<file path="config.mk">
export PLATFORM = sky130hd
export DESIGN_NAME = mc16_core
export DESIGN_NICKNAME = d
export VERILOG_FILES = /design/src/rtl/mc16_pkg.sv /design/src/rtl/mc16_alu.sv /design/src/rtl/mc16_stack_seq.sv /design/src/rtl/mc16_core.sv
export SDC_FILE = /design/constraint.sdc
export NUM_CORES = 1
export LEC_CHECK = 0
export BUFFER_PORTS_ARGS = -buffer_cell sky130_fd_sc_hd__buf_2
export CAP_MARGIN = 20
export CORE_UTILIZATION = 61
export DETAILED_ROUTE_END_ITERATION = 10
export GPL_ROUTABILITY_DRIVEN = 0
export PLACE_DENSITY_LB_ADDON = 0.15
export SLEW_MARGIN = 20
export SYNTH_ARGS = -nofsm -noshare
export SYNTH_HDL_FRONTEND = slang
export SYNTH_SLANG_ARGS = --single-unit
export TNS_END_PERCENT = 10
</file>
<file path="constraint.sdc">
create_clock -name clk -period 6.7 [get_ports clk]
set_input_delay 0.67 -clock clk [delete_from_list [all_inputs] [get_ports clk]]
set_output_delay 0.67 -clock clk [all_outputs]
set_load 0.05 [all_outputs]
</file>
<file path="src/rtl/mc16_pkg.sv">
package mc16_pkg;
  localparam int XLEN      = 16;
  localparam int NREG      = 4;
  localparam int CTX_WORDS = 6;

  typedef enum logic [4:0] {
    OP_LOAD  = 5'd0,  OP_STORE = 5'd1,  OP_ADD   = 5'd2,  OP_ADDC  = 5'd3,
    OP_SUB   = 5'd4,  OP_SUBC  = 5'd5,  OP_AND   = 5'd6,  OP_XOR   = 5'd7,
    OP_NOT   = 5'd8,  OP_SHL   = 5'd9,  OP_SHLA  = 5'd10, OP_SHR   = 5'd11,
    OP_SHRA  = 5'd12, OP_CMP   = 5'd13, OP_GETST = 5'd14, OP_PUTST = 5'd15,
    OP_JMP   = 5'd16, OP_JL    = 5'd17, OP_JE    = 5'd18, OP_JG    = 5'd19,
    OP_CALL  = 5'd20, OP_RET   = 5'd21, OP_IN    = 5'd22, OP_OUT   = 5'd23,
    OP_HALT  = 5'd24, OP_NOP   = 5'd25
  } opcode_e;

  localparam int FL_C = 0;
  localparam int FL_G = 1;
  localparam int FL_E = 2;
  localparam int FL_L = 3;

  localparam logic [XLEN-1:0] TK_BASE = 16'd1;
  localparam logic [XLEN-1:0] TK_MEM  = 16'd4;
  localparam logic [XLEN-1:0] TK_IO   = 16'd28;

  typedef enum logic [3:0] {
    ST_FETCH, ST_DEC, ST_EXEC, ST_LDW, ST_STK, ST_IN, ST_OUT, ST_HALT, ST_ERR
  } state_e;
endpackage

</file>
<file path="src/rtl/mc16_alu.sv">
module mc16_alu
  import mc16_pkg::*;
(
  input  logic [4:0]      op,
  input  logic [XLEN-1:0] a,
  input  logic [XLEN-1:0] b,
  input  logic            cin,
  output logic [XLEN-1:0] y,
  output logic            cout,
  output logic            lt,
  output logic            eq,
  output logic            gt
);
  logic [XLEN:0] sum, dif;

  always_comb begin
    sum  = {1'b0, a} + {1'b0, b} + {{XLEN{1'b0}}, (op == OP_ADDC) & cin};
    dif  = {1'b0, a} - {1'b0, b} - {{XLEN{1'b0}}, (op == OP_SUBC) & cin};
    y    = a;
    cout = cin;
    case (op)
      OP_ADD, OP_ADDC: begin y = sum[XLEN-1:0]; cout = sum[XLEN]; end
      OP_SUB, OP_SUBC: begin y = dif[XLEN-1:0]; cout = dif[XLEN]; end
      OP_AND:  y = a & b;
      OP_XOR:  y = a ^ b;
      OP_NOT:  y = ~a;
      OP_SHL:  begin y = {a[XLEN-2:0], 1'b0}; cout = a[XLEN-1]; end
      OP_SHLA: begin y = {a[XLEN-1], a[XLEN-3:0], 1'b0}; cout = a[XLEN-2]; end
      OP_SHR:  begin y = {1'b0, a[XLEN-1:1]}; cout = a[0]; end
      OP_SHRA: begin y = {a[XLEN-1], a[XLEN-1:1]}; cout = a[0]; end
      default: ;
    endcase
    lt = $signed(a) < $signed(b);
    eq = (a == b);
    gt = $signed(a) > $signed(b);
  end
endmodule

</file>
<file path="src/rtl/mc16_stack_seq.sv">
module mc16_stack_seq #(
  parameter int SPW   = 9,
  parameter int DEPTH = 6
) (
  input  logic                       clk,
  input  logic                       rst,
  input  logic                       start,
  input  logic                       pop,
  input  logic [SPW-1:0]             sp,
  output logic                       busy,
  output logic [SPW-1:0]             addr,
  output logic                       wr,
  output logic [$clog2(DEPTH)-1:0]   slot,
  output logic                       cap,
  output logic [$clog2(DEPTH)-1:0]   cap_slot,
  output logic                       done
);
  localparam int CW = $clog2(DEPTH + 1);
  localparam int SW = $clog2(DEPTH);

  logic [CW-1:0]  cnt;
  logic           run, is_pop;
  logic [SPW-1:0] sp_q;
  logic           issue;

  always_ff @(posedge clk) begin
    if (rst) begin
      run <= 1'b0; cnt <= '0; is_pop <= 1'b0; sp_q <= '0;
    end else if (start) begin
      run <= 1'b1; cnt <= '0; is_pop <= pop; sp_q <= sp;
    end else if (run) begin
      if (done) begin run <= 1'b0; cnt <= '0; end
      else cnt <= cnt + 1'b1;
    end
  end

  always_comb begin
    issue    = run && (cnt < CW'(DEPTH));
    done     = run && (cnt == (is_pop ? CW'(DEPTH) : CW'(DEPTH - 1)));
    busy     = run;
    wr       = issue && !is_pop;
    slot     = SW'(cnt);
    cap      = run && is_pop && (cnt != '0);
    cap_slot = SW'(cnt - 1'b1);
    addr     = is_pop ? (sp_q + SPW'(DEPTH - 1) - SPW'(cnt))
                      : (sp_q - SPW'(1) - SPW'(cnt));
  end
endmodule

</file>
<file path="src/rtl/mc16_core.sv">
module mc16_core
  import mc16_pkg::*;
#(
  parameter int LIMIT_INIT = 36,
  parameter int MEM_WORDS  = 256
) (
  input  logic                          clk,
  input  logic                          rst,
  output logic [$clog2(MEM_WORDS)-1:0]  mem_addr,
  output logic                          mem_we,
  output logic [15:0]                   mem_wdata,
  input  logic [15:0]                   mem_rdata,
  input  logic                          in_valid,
  output logic                          in_ready,
  input  logic [15:0]                   in_data,
  output logic                          out_valid,
  input  logic                          out_ready,
  output logic [15:0]                   out_data,
  output logic                          halted,
  output logic                          fault,
  output logic [15:0]                   ticks
);
  localparam int AW  = $clog2(MEM_WORDS);
  localparam int SPW = AW + 1;
  localparam int SLW = $clog2(CTX_WORDS);

  state_e          state;
  logic [XLEN-1:0] rf [NREG];
  logic [AW-1:0]   pc;
  logic [XLEN-1:0] ir, sr, ticks_q, out_q;
  logic [SPW-1:0]  sp;

  logic [4:0]      op;
  logic [1:0]      rd, rs;
  logic            imm;
  logic [AW-1:0]   a8;
  logic [XLEN-1:0] sx, opb, alu_y, cost;
  logic            alu_c, c_lt, c_eq, c_gt;
  logic            stk_full, stk_empty, op_bad, seq_start;
  logic            seq_busy, seq_wr, seq_cap, seq_done;
  logic [SPW-1:0]  seq_addr;
  logic [SLW-1:0]  seq_slot, seq_cslot;

  assign op        = ir[15:11];
  assign rd        = ir[10:9];
  assign imm       = ir[8];
  assign rs        = ir[7:6];
  assign a8        = AW'(ir[7:0]);
  assign sx        = {{(XLEN-8){ir[7]}}, ir[7:0]};
  assign opb       = imm ? sx : rf[rs];
  assign stk_full  = sp < SPW'(LIMIT_INIT + CTX_WORDS);
  assign stk_empty = sp >= SPW'(MEM_WORDS);
  assign op_bad    = op > OP_NOP;
  assign seq_start = (state == ST_EXEC) &&
                     ((op == OP_CALL && !stk_full) || (op == OP_RET && !stk_empty));

  always_comb begin
    case (op)
      OP_LOAD:                   cost = imm ? TK_BASE : TK_MEM;
      OP_STORE, OP_CALL, OP_RET: cost = TK_MEM;
      OP_IN, OP_OUT:             cost = TK_IO;
      default:                   cost = TK_BASE;
    endcase
  end

  mc16_alu u_alu (
    .op(op), .a(rf[rd]), .b(opb), .cin(sr[FL_C]),
    .y(alu_y), .cout(alu_c), .lt(c_lt), .eq(c_eq), .gt(c_gt)
  );

  mc16_stack_seq #(.SPW(SPW), .DEPTH(CTX_WORDS)) u_seq (
    .clk(clk), .rst(rst), .start(seq_start), .pop(op == OP_RET), .sp(sp),
    .busy(seq_busy), .addr(seq_addr), .wr(seq_wr), .slot(seq_slot),
    .cap(seq_cap), .cap_slot(seq_cslot), .done(seq_done)
  );

  // memory port: fetch address by default, operand or stack address otherwise
  always_comb begin
    mem_addr  = pc;
    mem_we    = 1'b0;
    mem_wdata = rf[rd];
    if (state == ST_EXEC && (op == OP_LOAD || op == OP_STORE)) begin
      mem_addr = a8;
      mem_we   = (op == OP_STORE);
    end else if (state == ST_STK) begin
      mem_addr = seq_addr[AW-1:0];
      mem_we   = seq_wr;
      if (seq_slot == '0)                    mem_wdata = XLEN'(pc);
      else if (seq_slot == SLW'(CTX_WORDS-1)) mem_wdata = sr;
      else                                    mem_wdata = rf[2'(seq_slot - 1'b1)];
    end
  end

  always_ff @(posedge clk) begin
    if (rst) begin
      state   <= ST_FETCH;
      pc      <= '0;
      ir      <= '0;
      sr      <= '0;
      sp      <= SPW'(MEM_WORDS);
      ticks_q <= '0;
      out_q   <= '0;
      for (int i = 0; i < NREG; i++) rf[i] <= '0;
    end else begin
      case (state)
        ST_FETCH: state <= ST_DEC;
        ST_DEC: begin
          ir    <= mem_rdata;
          pc    <= pc + 1'b1;
          state <= ST_EXEC;
        end
        ST_EXEC: begin
          if (op_bad || (op == OP_CALL && stk_full) || (op == OP_RET && stk_empty)) begin
            state <= ST_ERR;
          end else begin
            ticks_q <= ticks_q + cost;
            state   <= ST_FETCH;
            case (op)
              OP_LOAD: if (imm) rf[rd] <= sx; else state <= ST_LDW;
              OP_ADD, OP_ADDC, OP_SUB, OP_SUBC,
              OP_SHL, OP_SHLA, OP_SHR, OP_SHRA: begin
                rf[rd]   <= alu_y;
                sr[FL_C] <= alu_c;
              end
              OP_AND, OP_XOR, OP_NOT: rf[rd] <= alu_y;
              OP_CMP: begin
                sr[FL_L] <= c_lt; sr[FL_E] <= c_eq; sr[FL_G] <= c_gt;
              end
              OP_GETST: rf[rd] <= sr;
              OP_PUTST: sr <= rf[rd];
              OP_JMP:   pc <= a8;
              OP_JL:    if (sr[FL_L]) pc <= a8;
              OP_JE:    if (sr[FL_E]) pc <= a8;
              OP_JG:    if (sr[FL_G]) pc <= a8;
              OP_CALL, OP_RET: state <= ST_STK;
              OP_IN:    state <= ST_IN;
              OP_OUT: begin out_q <= rf[rd]; state <= ST_OUT; end
              OP_HALT:  state <= ST_HALT;
              default: ;
            endcase
          end
        end
        ST_LDW: begin
          rf[rd] <= mem_rdata;
          state  <= ST_FETCH;
        end
        ST_STK: begin
          if (seq_cap) begin
            if (seq_cslot == '0)                     pc <= AW'(mem_rdata);
            else if (seq_cslot == SLW'(CTX_WORDS-1))  sr <= mem_rdata;
            else                                      rf[2'(seq_cslot - 1'b1)] <= mem_rdata;
          end
          if (seq_done) begin
            if (op == OP_CALL) begin
              pc <= a8;
              sp <= sp - SPW'(CTX_WORDS);
            end else begin
              sp <= sp + SPW'(CTX_WORDS);
            end
            state <= ST_FETCH;
          end
        end
        ST_IN: if (in_valid) begin
          rf[rd] <= in_data;
          state  <= ST_FETCH;
        end
        ST_OUT: if (out_ready) state <= ST_FETCH;
        default: ;
      endcase
    end
  end

  assign in_ready  = (state == ST_IN);
  assign out_valid = (state == ST_OUT);
  assign out_data  = out_q;
  assign halted    = (state == ST_HALT);
  assign fault     = (state == ST_ERR);
  assign ticks     = ticks_q;
endmodule

</file>
After elaboration in Yosys (flattened, before gate mapping)
Memory sizes are Yosys's and may differ from the RTL's. A register that Yosys moved wholly into a read port is not among the register bits.
Cells that the tools add are included.
- memory bits (writable): 64
- logic and storage cells: 238
- memories: 1
- output and inout port bits: 61
- flip-flop bits (word level): 98
- bits of input ports: 36
- memory list (memory ; words ; bits a word ; rd ports ; clocked after memory_dff ; wr ports ; line ; text):
    rf ; 4 ; 16 ; 3 ; 2 ; 4 ; mc16_core.sv:28 ; logic [XLEN-1:0] rf [NREG];
- add/subtract/negate cells: 15
- muxes and demuxes: 96
- equality and inequality tests: 51
- magnitude comparators: 6
- reductions and logical operators: 45
- bitwise logic cells: 11
- operator list (kind ; number):
    $mux 16 ; 16
    $pmux 16 s9 ; 1
    $mux 8 ; 11
    $eq 5x5->1 const B ; 9
    $mux 1 ; 43
    $eq 5x4->1 const B ; 8
    $pmux 16 s2 ; 1
    $pmux 8 s4 ; 1
    $reduce_or 16->1 ; 2
    $pmux 4 s7 ; 1
    $pmux 8 s3 ; 1
    $eq 5x3->1 const B ; 4
    $reduce_and 6->1 ; 3
    $add 16x16->17 ; 1
    $add 17x1->17 ; 1
    $sub 16x16->17 ; 1
    $sub 17x1->17 ; 1
    $add 16x16->16 ; 1
    $and 16x16->16 ; 1
    $eq 16x16->1 ; 1
    $eq 4x3->1 const B ; 4
    $gt 16x16->1 ; 1
    $lt 16x16->1 ; 1
    $mux 2 ; 8
    56 further kinds ; 102

Logic depth before layout (Yosys ltp)
Gate-level depths: netlist of the first run.
- word-level depth: 16
- mapped depth: 19
- depth with buffers taken out: 16

Hierarchy
A second synthesis of the first run with hierarchy kept.
- cells, all modules: 1715
- area total of the unflattened synthesis: 14485.1 um^2
- modules (own cells, without submodules) (module ; cells each ; sequential area each (um^2) ; area an instance (um^2) ; times used):
    mc16_core ; 1049 ; 3683.5 ; 9718.1 ; 1
    mc16_alu ; 498 ; 0.0 ; 3389.5 ; 1
    mc16_stack_seq ; 168 ; 280.3 ; 1377.6 ; 1

Worst setup path after synthesis of the first run
Ideal clock, no wire load.
- path kind: register to register
- start: register ir[13]
- end: memory rf[1][15] (data pin)
- data arrival time: 4.179 ns
- data required time: 6.430 ns
- path slack: 2.251 ns
- period minus slack after synthesis: 4.449 ns
- setup time: 0.270 ns
- buffers on the path: 2
- cell stages (with the launch flop): 15
- cell sequence: dfxtp_1 -> clkbuf_1 -> nor4b_1 -> clkbuf_1 -> nand3_1 -> fa_1 -> ha_1 -> or4b_2 -> a21oi_1 -> o31ai_2 -> a311oi_1 -> or2_1 -> a211oi_1 -> o31ai_1 -> nor2_1
- RTL lines (item ; line ; text):
    start: declaration ; mc16_core.sv:30 ; logic [XLEN-1:0] ir, sr, ticks_q, out_q;
    start signal: assignment ; mc16_core.sv:108 ; ir <= mem_rdata;
    end: declaration ; mc16_core.sv:28 ;

==> results of run 1 <==
-- registers in the layout (all words and copies together) (netlist names), named ones only --
register,count
ir,16
out_data,16
pc,8
rf,64
sp,8
sr,16
state,4
ticks,16
u_seq.busy,1
u_seq.is_pop,1
u_seq.slot,3
u_seq.sp_q,7
-- cells in the final DEF, fill, tap and decap left out, drive strengths merged, types with 25 or more instances in the layout --
cell type  count
nor2         210
a21oi        146
nand2        145
inv          114
buf          114
dfxtp        100
ha            92
o21ai         66
edfxtp        64
mux2i         50
mux4          39
nor3          37
nand3         35
xnor2         34
a211oi        25
-- worst max path at each step --
stage	startpoint	endpoint
2_1_floorplan	ir[13]	rf[1][15]
3_3_place_gp	flop	rf[0][14]
3_5_place_dp	flop	rf[2][14]
4_1_cts	flop	rf[2][14]
5_1_grt	flop	rf[2][15]
6_report	flop	rf[2][14]
-- per-layer routing --
metal | track usage, % | part of all wire [%] | vias to the layer above
met5 | 0 | 0 | -
met4 | 17.1 | 4.5 | 0
met3 | 13.4 | 15 | 187
met2 | 60.0 | 43 | 1101
met1 | 53.6 | 38 | 6308
li1 | - | - | 5920
-- cell families after synthesis --
group,count (synthesis),synth area share (%)
flops,164,29.2
mux,101,11.3
buf+inv,212,6.03
fa+ha+maj,99,9.61
simple gates,565,20.0
compound gates,420,20.6
xor+xnor,51,3.33
-- where the power goes --
group / leakage [nW] / switching, W / internal [W]
registers: 1.47 / 0.0000929 / 0.00109
clock network: 0.295 / 0.000483 / 0.000566
logic: 4.20 / 0.000827 / 0.000441
-- critical path, cell delays in order, from the launching register on --
cell and delay (ns):
sky130_fd_sc_hd__dfxtp_1 1.04, sky130_fd_sc_hd__mux2_2 0.43, sky130_fd_sc_hd__a21oi_1 0.35, sky130_fd_sc_hd__o21a_1 0.18
sky130_fd_sc_hd__inv_1 0.07, sky130_fd_sc_hd__ha_1 0.40, sky130_fd_sc_hd__inv_1 0.09, sky130_fd_sc_hd__ha_1 0.38
sky130_fd_sc_hd__and3_1 0.23, sky130_fd_sc_hd__a32o_1 0.24, sky130_fd_sc_hd__a2111oi_0 0.48, sky130_fd_sc_hd__a211oi_1 0.17
sky130_fd_sc_hd__a31o_2 0.28, sky130_fd_sc_hd__o31ai_1 0.78, sky130_fd_sc_hd__nor2_1 0.15
-- layout make-up --
type / instances / area [µm²]
fillers: 1721 / 6640
well taps: 275 / 344
repair buffers: 114 / 618
flip-flops and latches: 164 / 3920
clock inverters: 15 / 188
clock buffers: 17 / 425
multi-input cells: 1236 / 8740
inverters: 108 / 405
-- stage by stage --
stage	worst slack, ns	area, µm²	std cells
2_1_floorplan	2.25	13400	1612
3_3_place_gp	1.63	14000	1897
3_5_place_dp	1.50	14000	1897
4_1_cts	1.48	14600	1929
5_1_grt	1.04	14600	1929
6_report	1.10	14600	1929
==> out/qor_table.md, run 1 <==
| Group | Metric | Reported |
| --- | --- | --- |
| setup path | CP Launch Type | flop |
| setup path | Peak fanout along the critical path | 17 |
| cells and area | Fraction of layout instances using a drive strength above 1 | 14.0% |
| synth | Library cell with the highest instance count after synthesis | sky130_fd_sc_hd__nor2_1 |
| timing | Worst slew pin tran | 1.08 ns |
| timing | Unrepaired setup endpoints after global routing | false |
| cts | Num CTS Buffers | 17 |
| floorplanning | Placeable core region | 21300 µm² |
| floorplanning | Die Area | 22600 µm² |
| timing | Final Slew Violations | 0 |
| cts | Post-cts sizing count | 0 |
| setup path | Critical Path RT | 6.85 ns |
| setup path | CP endpoint kind | flop |
| route | Number of nets still failing antenna checks after routing | 0 |
| power and ir drop | Max VDD drop | 0.169 mV |
| min path | Worst Hold End | out_data[4] |
| floorplanning | Die X-Extent | 150 µm |
| route | Average via count per standard cell | 7.01 |
| synth | Syn Area/Cell | 8.33 µm² |
| timing | Final worst path period need | 5.60 ns |
| timing | Worst-case clock skew | 0.0183 ns |
| synth | Post-synth top area share | 14.9% |
| synth | Number of enable-type register cells in the synthesized netlist | 64 |
| timing | Final Hold Vio Count | 0 |
| synth | Biggest area consumer among synthesized cells | sky130_fd_sc_hd__dfxtp_1 |
| cts | Worst-path clk slew | 0.07 ns |
| setup path | Path type of the worst setup path | reg -> reg |
| cells and area | Layout-stage area growth over the synthesis result | 9.06% |
| synth | Cell Area, Synth | 13400 µm² |
| cts | Buffer count from post-CTS setup fixing | 0 |
| power and ir drop | Total power consumption of the routed design | 0.00350 W |
| cts | Hold-fix buffers, CTS | 0 |
| synth | Top cells by instance count after synthesis | sky130_fd_sc_hd__nor2_1, sky130_fd_sc_hd__a21oi_1, sky130_fd_sc_hd__nand2_1 |
| route | Number of violations reported at the end of detailed-routing iteration 0 | 2153 |
| global routing | Aggregate global-route resource usage | 40.4% |
| synth | Post-synthesis sequential element count | 164 |
| setup path | Slack of the worst reg-to-reg path | 1.10 ns |
| floorplanning | Height of the chip | 150 µm |
| timing | Accumulated negative setup slack | 0 ns |
| synth | Synth Instances | 1612 |
| global routing | Vias in the first global route | 12237 |
| min path | Launch instance of the worst min-delay path | out_data[4] |
| status | Run status | finished clean |
| cts | TritonCTS clock tree | yes |
| cts | Number of sinks driven by the clock tree | 164 |
| cells and area | Antenna fix cells | 0 |
| place | Detailed placer's ending HPWL | 32200 µm |
| min path | Cell count of the worst hold path | 2 |
| job | Max Cap Violations | 0 |
| synth | Total of warnings raised by yosys | 0 |
| timing | Worst max-slew margin expressed relative to the limit | 27.6% |
| power and ir drop | Leakage component of the power | 5.97 nW |
| synth | Total nets after synthesis | 1747 |
| route | Routed vias | 13516 |
| place | Count of input and output buffers | 96 |
| setup path | R2R depth | 14 |
| floorplanning | FP Rows | 53 |
| global routing | Number of antenna violations at the first check in global routing | 0 |
| timing | Final critical-path share of the clock period | 83.5% |
| synth | Post-synth top flop | sky130_fd_sc_hd__dfxtp_1 |
| cts | Clock H-tree levels | 4 |
| timing | Count of endpoints failing setup in the final report | 0 |
| floorplanning | Count of boundary I/O pins | 97 |
| synth | Share of synthesized area occupied by flip-flops and latches | 29.2% |
| timing | Final Hold Slack | 0.483 ns |
| route | Wire length per cell after detailed routing | 23.5 µm |
| cells and area | Number of nets in the finished design | 1776 |
| synth | Distinct cell type count after synthesis | 79 |
| global routing | Pin count of the biggest net entering global routing | 81 |
| cts | Deepest clock path buffer count | 2 |
| synth | Post-synth ARST share | 0% |
| route | Remaining DRCs | 0 |
| setup path | Worst EP arrival | 5.75 ns |
| min path | Worst min-delay path class | reg -> reg |
| cts | Clock Tree Root | sky130_fd_sc_hd__clkbuf_16 |
| cells and area | Finished Core Util | 68.8% |
| route | Number of iterations in the first detailed-routing pass | 8 |
| floorplanning | Effective utilization at floorplan | 63.1% |
| global routing | GR Overflow Total | 0 |
| cts | Clock latency on the worst-skew pair | 0.45 ns |
| timing | Maximum clock rate | 179 MHz |
| power and ir drop | Power density normalized to cell area | 239 nW/µm² |
| setup path | Critical register-to-register path endpoint | rf[2][14] |
| route | Total wire length | 45300 µm |
| global routing | First-pass GRT wire length | 68700 µm |
| synth | Dominant cells by area after synthesis | sky130_fd_sc_hd__dfxtp_1, sky130_fd_sc_hd__edfxtp_1, sky130_fd_sc_hd__ha_1, sky130_fd_sc_hd__mux4_2, sky130_fd_sc_hd__nor2_1 |
Power figures use the tool's default switching activity.
==> inputs of run 2 (changes only) <==
Settings changed: ABC_AREA set to 1.
Clock period 6.7 ns to 5.8 ns, I/O delays scaled along.
==> run 2 against run 1 <==
Net effect: register-to-register slack lost 0.13 ns; first-iteration DRC count grew 22%; clock skew shrank 0.0084 ns; combinational power grew to 3.3 times the previous value; maximum frequency grew 16%; routed wire length grew 10%; die area grew 4.7%; synthesized area grew 4.8%.
==> out/qor_table.md, run 2 <==
| Group | Metric | Reported | vs previous |
| --- | --- | --- | --- |
| global routing | Met3 track demand over resource | 9.70% | -3.7 points |
| setup path | Worst EP arrival | 5.01 ns | -0.74 ns |
| min path | Worst Hold End | ticks[15] |  |
| power and ir drop | Sequential cell fraction of total power | 22.1% | -12 points |
| floorplanning | Effective utilization at floorplan | 62.1% | -0.94 points |
| cts | Clock Tree Root | sky130_fd_sc_hd__clkbuf_16 |  |
| setup path | Critical register-to-register path endpoint | rf[0][15] |  |
| synth | Simple-Gate Fraction of Synth Area | 28.7% | +8.7 points |
| power and ir drop | Max VDD drop | 0.223 mV | +32% |
| power and ir drop | Logic gate share of total power | 61.2% | +25 points |
| synth | Share of synthesized area occupied by flip-flops and latches | 27.9% | -1.3 points |
| synth | Total nets after synthesis | 2282 | +31% |
| global routing | Pin count of the biggest net entering global routing | 49 | -40% |
| global routing | GRT busiest layer | met2 |  |
| route | Number of nets still failing antenna checks after routing | 0 | unchanged |
| cells and area | Non-filler instance count after layout | 2494 | +29% |
| synth | Multiplexer share of the synthesized area | 0% | -11 points |
| synth | Cell Area, Synth | 14100 µm² | +4.8% |
| route | Remaining DRCs | 0 | unchanged |
| synth | Share of synthesized cell area in full adder, half adder and majority cells | 9.18% | -0.44 points |
| cts | Post-cts sizing count | 0 | unchanged |
| synth | Post-synthesis sequential element count | 164 | unchanged |
| status | Run status | finished clean |  |
| timing | Final worst path period need | 4.83 ns | -0.769 ns |
| setup path | CP endpoint kind | flop |  |
| floorplanning | Count of boundary I/O pins | 97 | unchanged |
| min path | Cell count of the worst hold path | 2 | unchanged |
| place | Detailed placer's ending HPWL | 36900 µm | +15% |
| timing | Unrepaired setup endpoints after global routing | false |  |
| synth | Post-synth top area share | 14.2% | -0.68 points |
| cts | Number of sinks driven by the clock tree | 164 | unchanged |
| floorplanning | FP Rows | 55 | +3.8% |
| global routing | Number of antenna violations at the first check in global routing | 0 | unchanged |
| timing | Count of endpoints failing setup in the final report | 0 | unchanged |
| job | Max Cap Violations | 0 | unchanged |
| power and ir drop | Internal Power | 0.00312 W | +49% |
| place | Count of input and output buffers | 96 | unchanged |
| setup path | CP Launch Type | flop |  |
| synth | Synthesized-area fraction occupied by ao, oa, aoi and oai cells | 24.0% | +3.4 points |
| place | Number of placed instances with taps included | 2462 | +30% |
| synth | Post-synth top flop | sky130_fd_sc_hd__dfxtp_1 |  |
| synth | Top cells by instance count after synthesis | sky130_fd_sc_hd__nand2_1, sky130_fd_sc_hd__a21oi_1, sky130_fd_sc_hd__o21ai_0 |  |
| setup path | Cell repeated most along the worst path | sky130_fd_sc_hd__nand2_1 |  |
| global routing | First-pass GRT wire length | 76800 µm | +12% |
| route | Routed vias | 15906 | +18% |
| cts | Deepest clock path buffer count | 2 | unchanged |
| min path | Worst min-delay path class | reg -> reg |  |
| power and ir drop | Part of the total power dissipated in the clock network | 16.7% | -13 points |
| floorplanning | Die X-Extent | 154 µm | +2.3% |
| synth | Biggest area consumer among synthesized cells | sky130_fd_sc_hd__dfxtp_1 |  |
| global routing | Aggregate global-route resource usage | 41.9% | +1.5 points |
| timing | Worst-case clock skew | 0.00985 ns | -0.00840 ns |
| synth | Syn Area/Cell | 6.55 µm² | -21% |
| global routing | Met2 usage in global routing | 63.9% | +3.9 points |
| power and ir drop | Total power consumption of the routed design | 0.00675 W | +93% |
| cts | Num CTS Buffers | 17 | unchanged |
| cells and area | Antenna fix cells | 0 | unchanged |
| timing | Worst max-slew margin expressed relative to the limit | 19.2% | -8.4 points |
| setup path | Path type of the worst setup path | reg -> reg |  |
| cells and area | Leading cell types in the layout, fill and taps excluded | sky130_fd_sc_hd__nand2_1, sky130_fd_sc_hd__a21oi_1, sky130_fd_sc_hd__o21ai_0, sky130_fd_sc_hd__inv_1, sky130_fd_sc_hd__nor2_1 |  |
| synth | Total of warnings raised by yosys | 0 | unchanged |
| setup path | R2R depth | 27 | +13 |
| cells and area | Reg with most FFs | rf |  |
| cells and area | Fraction of layout instances using a drive strength above 1 | 10.0% | -4.0 points |
| cts | Buffer count from post-CTS setup fixing | 0 | unchanged |
| global routing | GR Overflow Total | 0 | unchanged |
| power and ir drop | Switching Share | 53.8% | +14 points |
| timing | Final critical-path share of the clock period | 83.2% | -0.29 points |
| power and ir drop | Switching pwr | 0.00363 W | +160% |
| synth | Synth Instances | 2147 | +33% |
| setup path | Critical Path RT | 5.99 ns | -0.86 ns |
| floorplanning | Height of the chip | 154 µm | +2.3% |
| timing | Final Hold Slack | 0.475 ns | -0.00741 ns |
| route | Wire length per cell after detailed routing | 20.0 µm | -15% |
| timing | Final Hold Vio Count | 0 | unchanged |
| timing | Final Slew Violations | 0 | unchanged |
| setup path | Peak fanout along the critical path | 48 | +31 |
| power and ir drop | Leakage component of the power | 6.94 nW | +16% |
| place | Cell area after placement | 14700 µm² | +4.8% |
| timing | Maximum clock rate | 207 MHz | +16% |
| cts | Clock latency on the worst-skew pair | 0.44 ns | about the same |
| synth | Synthesized-area fraction occupied by xor and xnor cells | 1.24% | -2.1 points |
| timing | Accumulated negative setup slack | 0 ns | unchanged |
| route | Number of iterations in the first detailed-routing pass | 8 | unchanged |
| global routing | Vias in the first global route | 14247 | +16% |
| synth | Distinct cell type count after synthesis | 55 | -30% |
| route | Number of violations reported at the end of detailed-routing iteration 0 | 2624 | +22% |
| cts | TritonCTS clock tree | yes |  |
| synth | Combinational family with the most area after synthesis | simple AND/OR/NAND/NOR gates |  |
| setup path | Slack of the worst reg-to-reg path | 0.97 ns | -0.13 ns |
| cells and area | Largest register FFs | 64 | unchanged |
| setup path | Critical Path Slowest Stage Cell | sky130_fd_sc_hd__ha_1 |  |
| power and ir drop | Power density normalized to cell area | 442 nW/µm² | +85% |
| floorplanning | Die Area | 23700 µm² | +4.7% |
| min path | Launch instance of the worst min-delay path | ticks[15] |  |
| global routing | Global-route track usage on met1 | 55.9% | +2.3 points |
| floorplanning | Placeable core region | 22600 µm² | +6.4% |
| synth | Library cell with the highest instance count after synthesis | sky130_fd_sc_hd__nand2_1 |  |
| route | Total wire length | 49900 µm | +10% |
| cts | Clock H-tree levels | 4 | unchanged |
| route | Average via count per standard cell | 6.38 | -9.0% |
| cts | Hold-fix buffers, CTS | 0 | unchanged |
| cells and area | Most frequent standard cell in the layout excluding fill and tap cells | sky130_fd_sc_hd__nand2_1 |  |
| setup path | CP peak stage delay | 0.52 ns | -0.52 ns |
| synth | Post-synth ARST share | 0% | unchanged |
| cells and area | Layout-stage area growth over the synthesis result | 8.60% |  |
| cts | Worst-path clk slew | 0.07 ns | about the same |
| cells and area | Number of nets in the finished design | 2331 | +31% |
| cells and area | Design area | 15300 µm² | +4.3% |
| synth | Number of enable-type register cells in the synthesized netlist | 64 | unchanged |
| synth | Dominant cells by area after synthesis | sky130_fd_sc_hd__dfxtp_1, sky130_fd_sc_hd__edfxtp_1, sky130_fd_sc_hd__nand2_1, sky130_fd_sc_hd__a21oi_1, sky130_fd_sc_hd__o21ai_0 |  |
| timing | Worst slew pin tran | 1.21 ns | +0.125 ns |
## run 2: changes by cell type in the layout (fill, tap and decap cells not counted), sizes merged, moves of 22 or more
| cell | previous run | this run |
|---|---|---|
| nand2b | 22 | 0 |
| nand2 | 145 | 492 |
| xnor2 | 34 | 9 |
| a21oi | 146 | 274 |
| a211oi | 25 | 0 |
| nand3 | 35 | 138 |
| mux2i | 50 | 0 |
| mux4 | 39 | 0 |
| o21ai | 66 | 247 |
| inv | 114 | 242 |
## run 2: worst max path at each step
stage	startpoint	endpoint	slack (ns)	depth (start not counted)
after CTS	flop	rf[0][15]	1.23	27
final	flop	rf[0][15]	0.97	27
after detailed placement	flop	rf[0][15]	1.25	27
after global routing	flop	rf[2][13]	0.76	25
after floorplan	u_seq.slot[0]	mem_wdata[10]	1.66	10
after global placement	flop	rf[0][15]	1.22	27
## run 2: cell families after synthesis
kind of cell / after synthesis
fa+ha+maj: 99
xor+xnor: 20
flops: 164
buf+inv: 327
simple gates: 918
compound gates: 619
## run 2: layer usage
layer	share of wire, %	vias up	wire length, µm
met1	38	7102	19000
met3	14	208	7190
li1	-	7369	-
met2	43	1227	21300
met4	4.8	0	2420
met5	0	-	0
## run 2: area by class of cell
type | count | area, µm²
Multi-Input combinational cell | 1656 | 8890
Fill cell | 2019 | 7360
Sequential cell | 164 | 3920
Inverter | 241 | 910
Timing Repair Buffer | 116 | 631
Clock buffer | 20 | 458
Tap cell | 285 | 357
Clock inverter | 12 | 108
## run 2: power groups by stage
| stage | combinational [W] | sequential, W | clock, W |
|---|---|---|---|
| 2_1_floorplan | 0.00289 | 0.00148 | 0 |
| 3_3_place_gp | 0.00388 | 0.00150 | 0 |
| 3_5_place_dp | 0.00394 | 0.00150 | 0 |
| 4_1_cts | 0.00396 | 0.00148 | 0.00112 |
| 5_1_grt | 0.00448 | 0.00150 | 0.00117 |
| 6_report | 0.00413 | 0.00149 | 0.00113 |
## run 2: worst max-delay path, delay by kind of cell (launching register included)
family / cells / cell delay, ns
simple gates: 18 / 1.97
flops: 1 / 0.32
buf+inv: 4 / 0.88
fa+ha+maj: 2 / 0.90
compound gates: 3 / 0.50
## run 2: stage by stage
stage          setup WS, ns  utilization (%)
3_3_place_gp           1.22             65.0
5_1_grt               0.758             67.5
6_report              0.972             67.5
4_1_cts                1.23             67.5
3_5_place_dp           1.25             65.0
2_1_floorplan          1.66                -
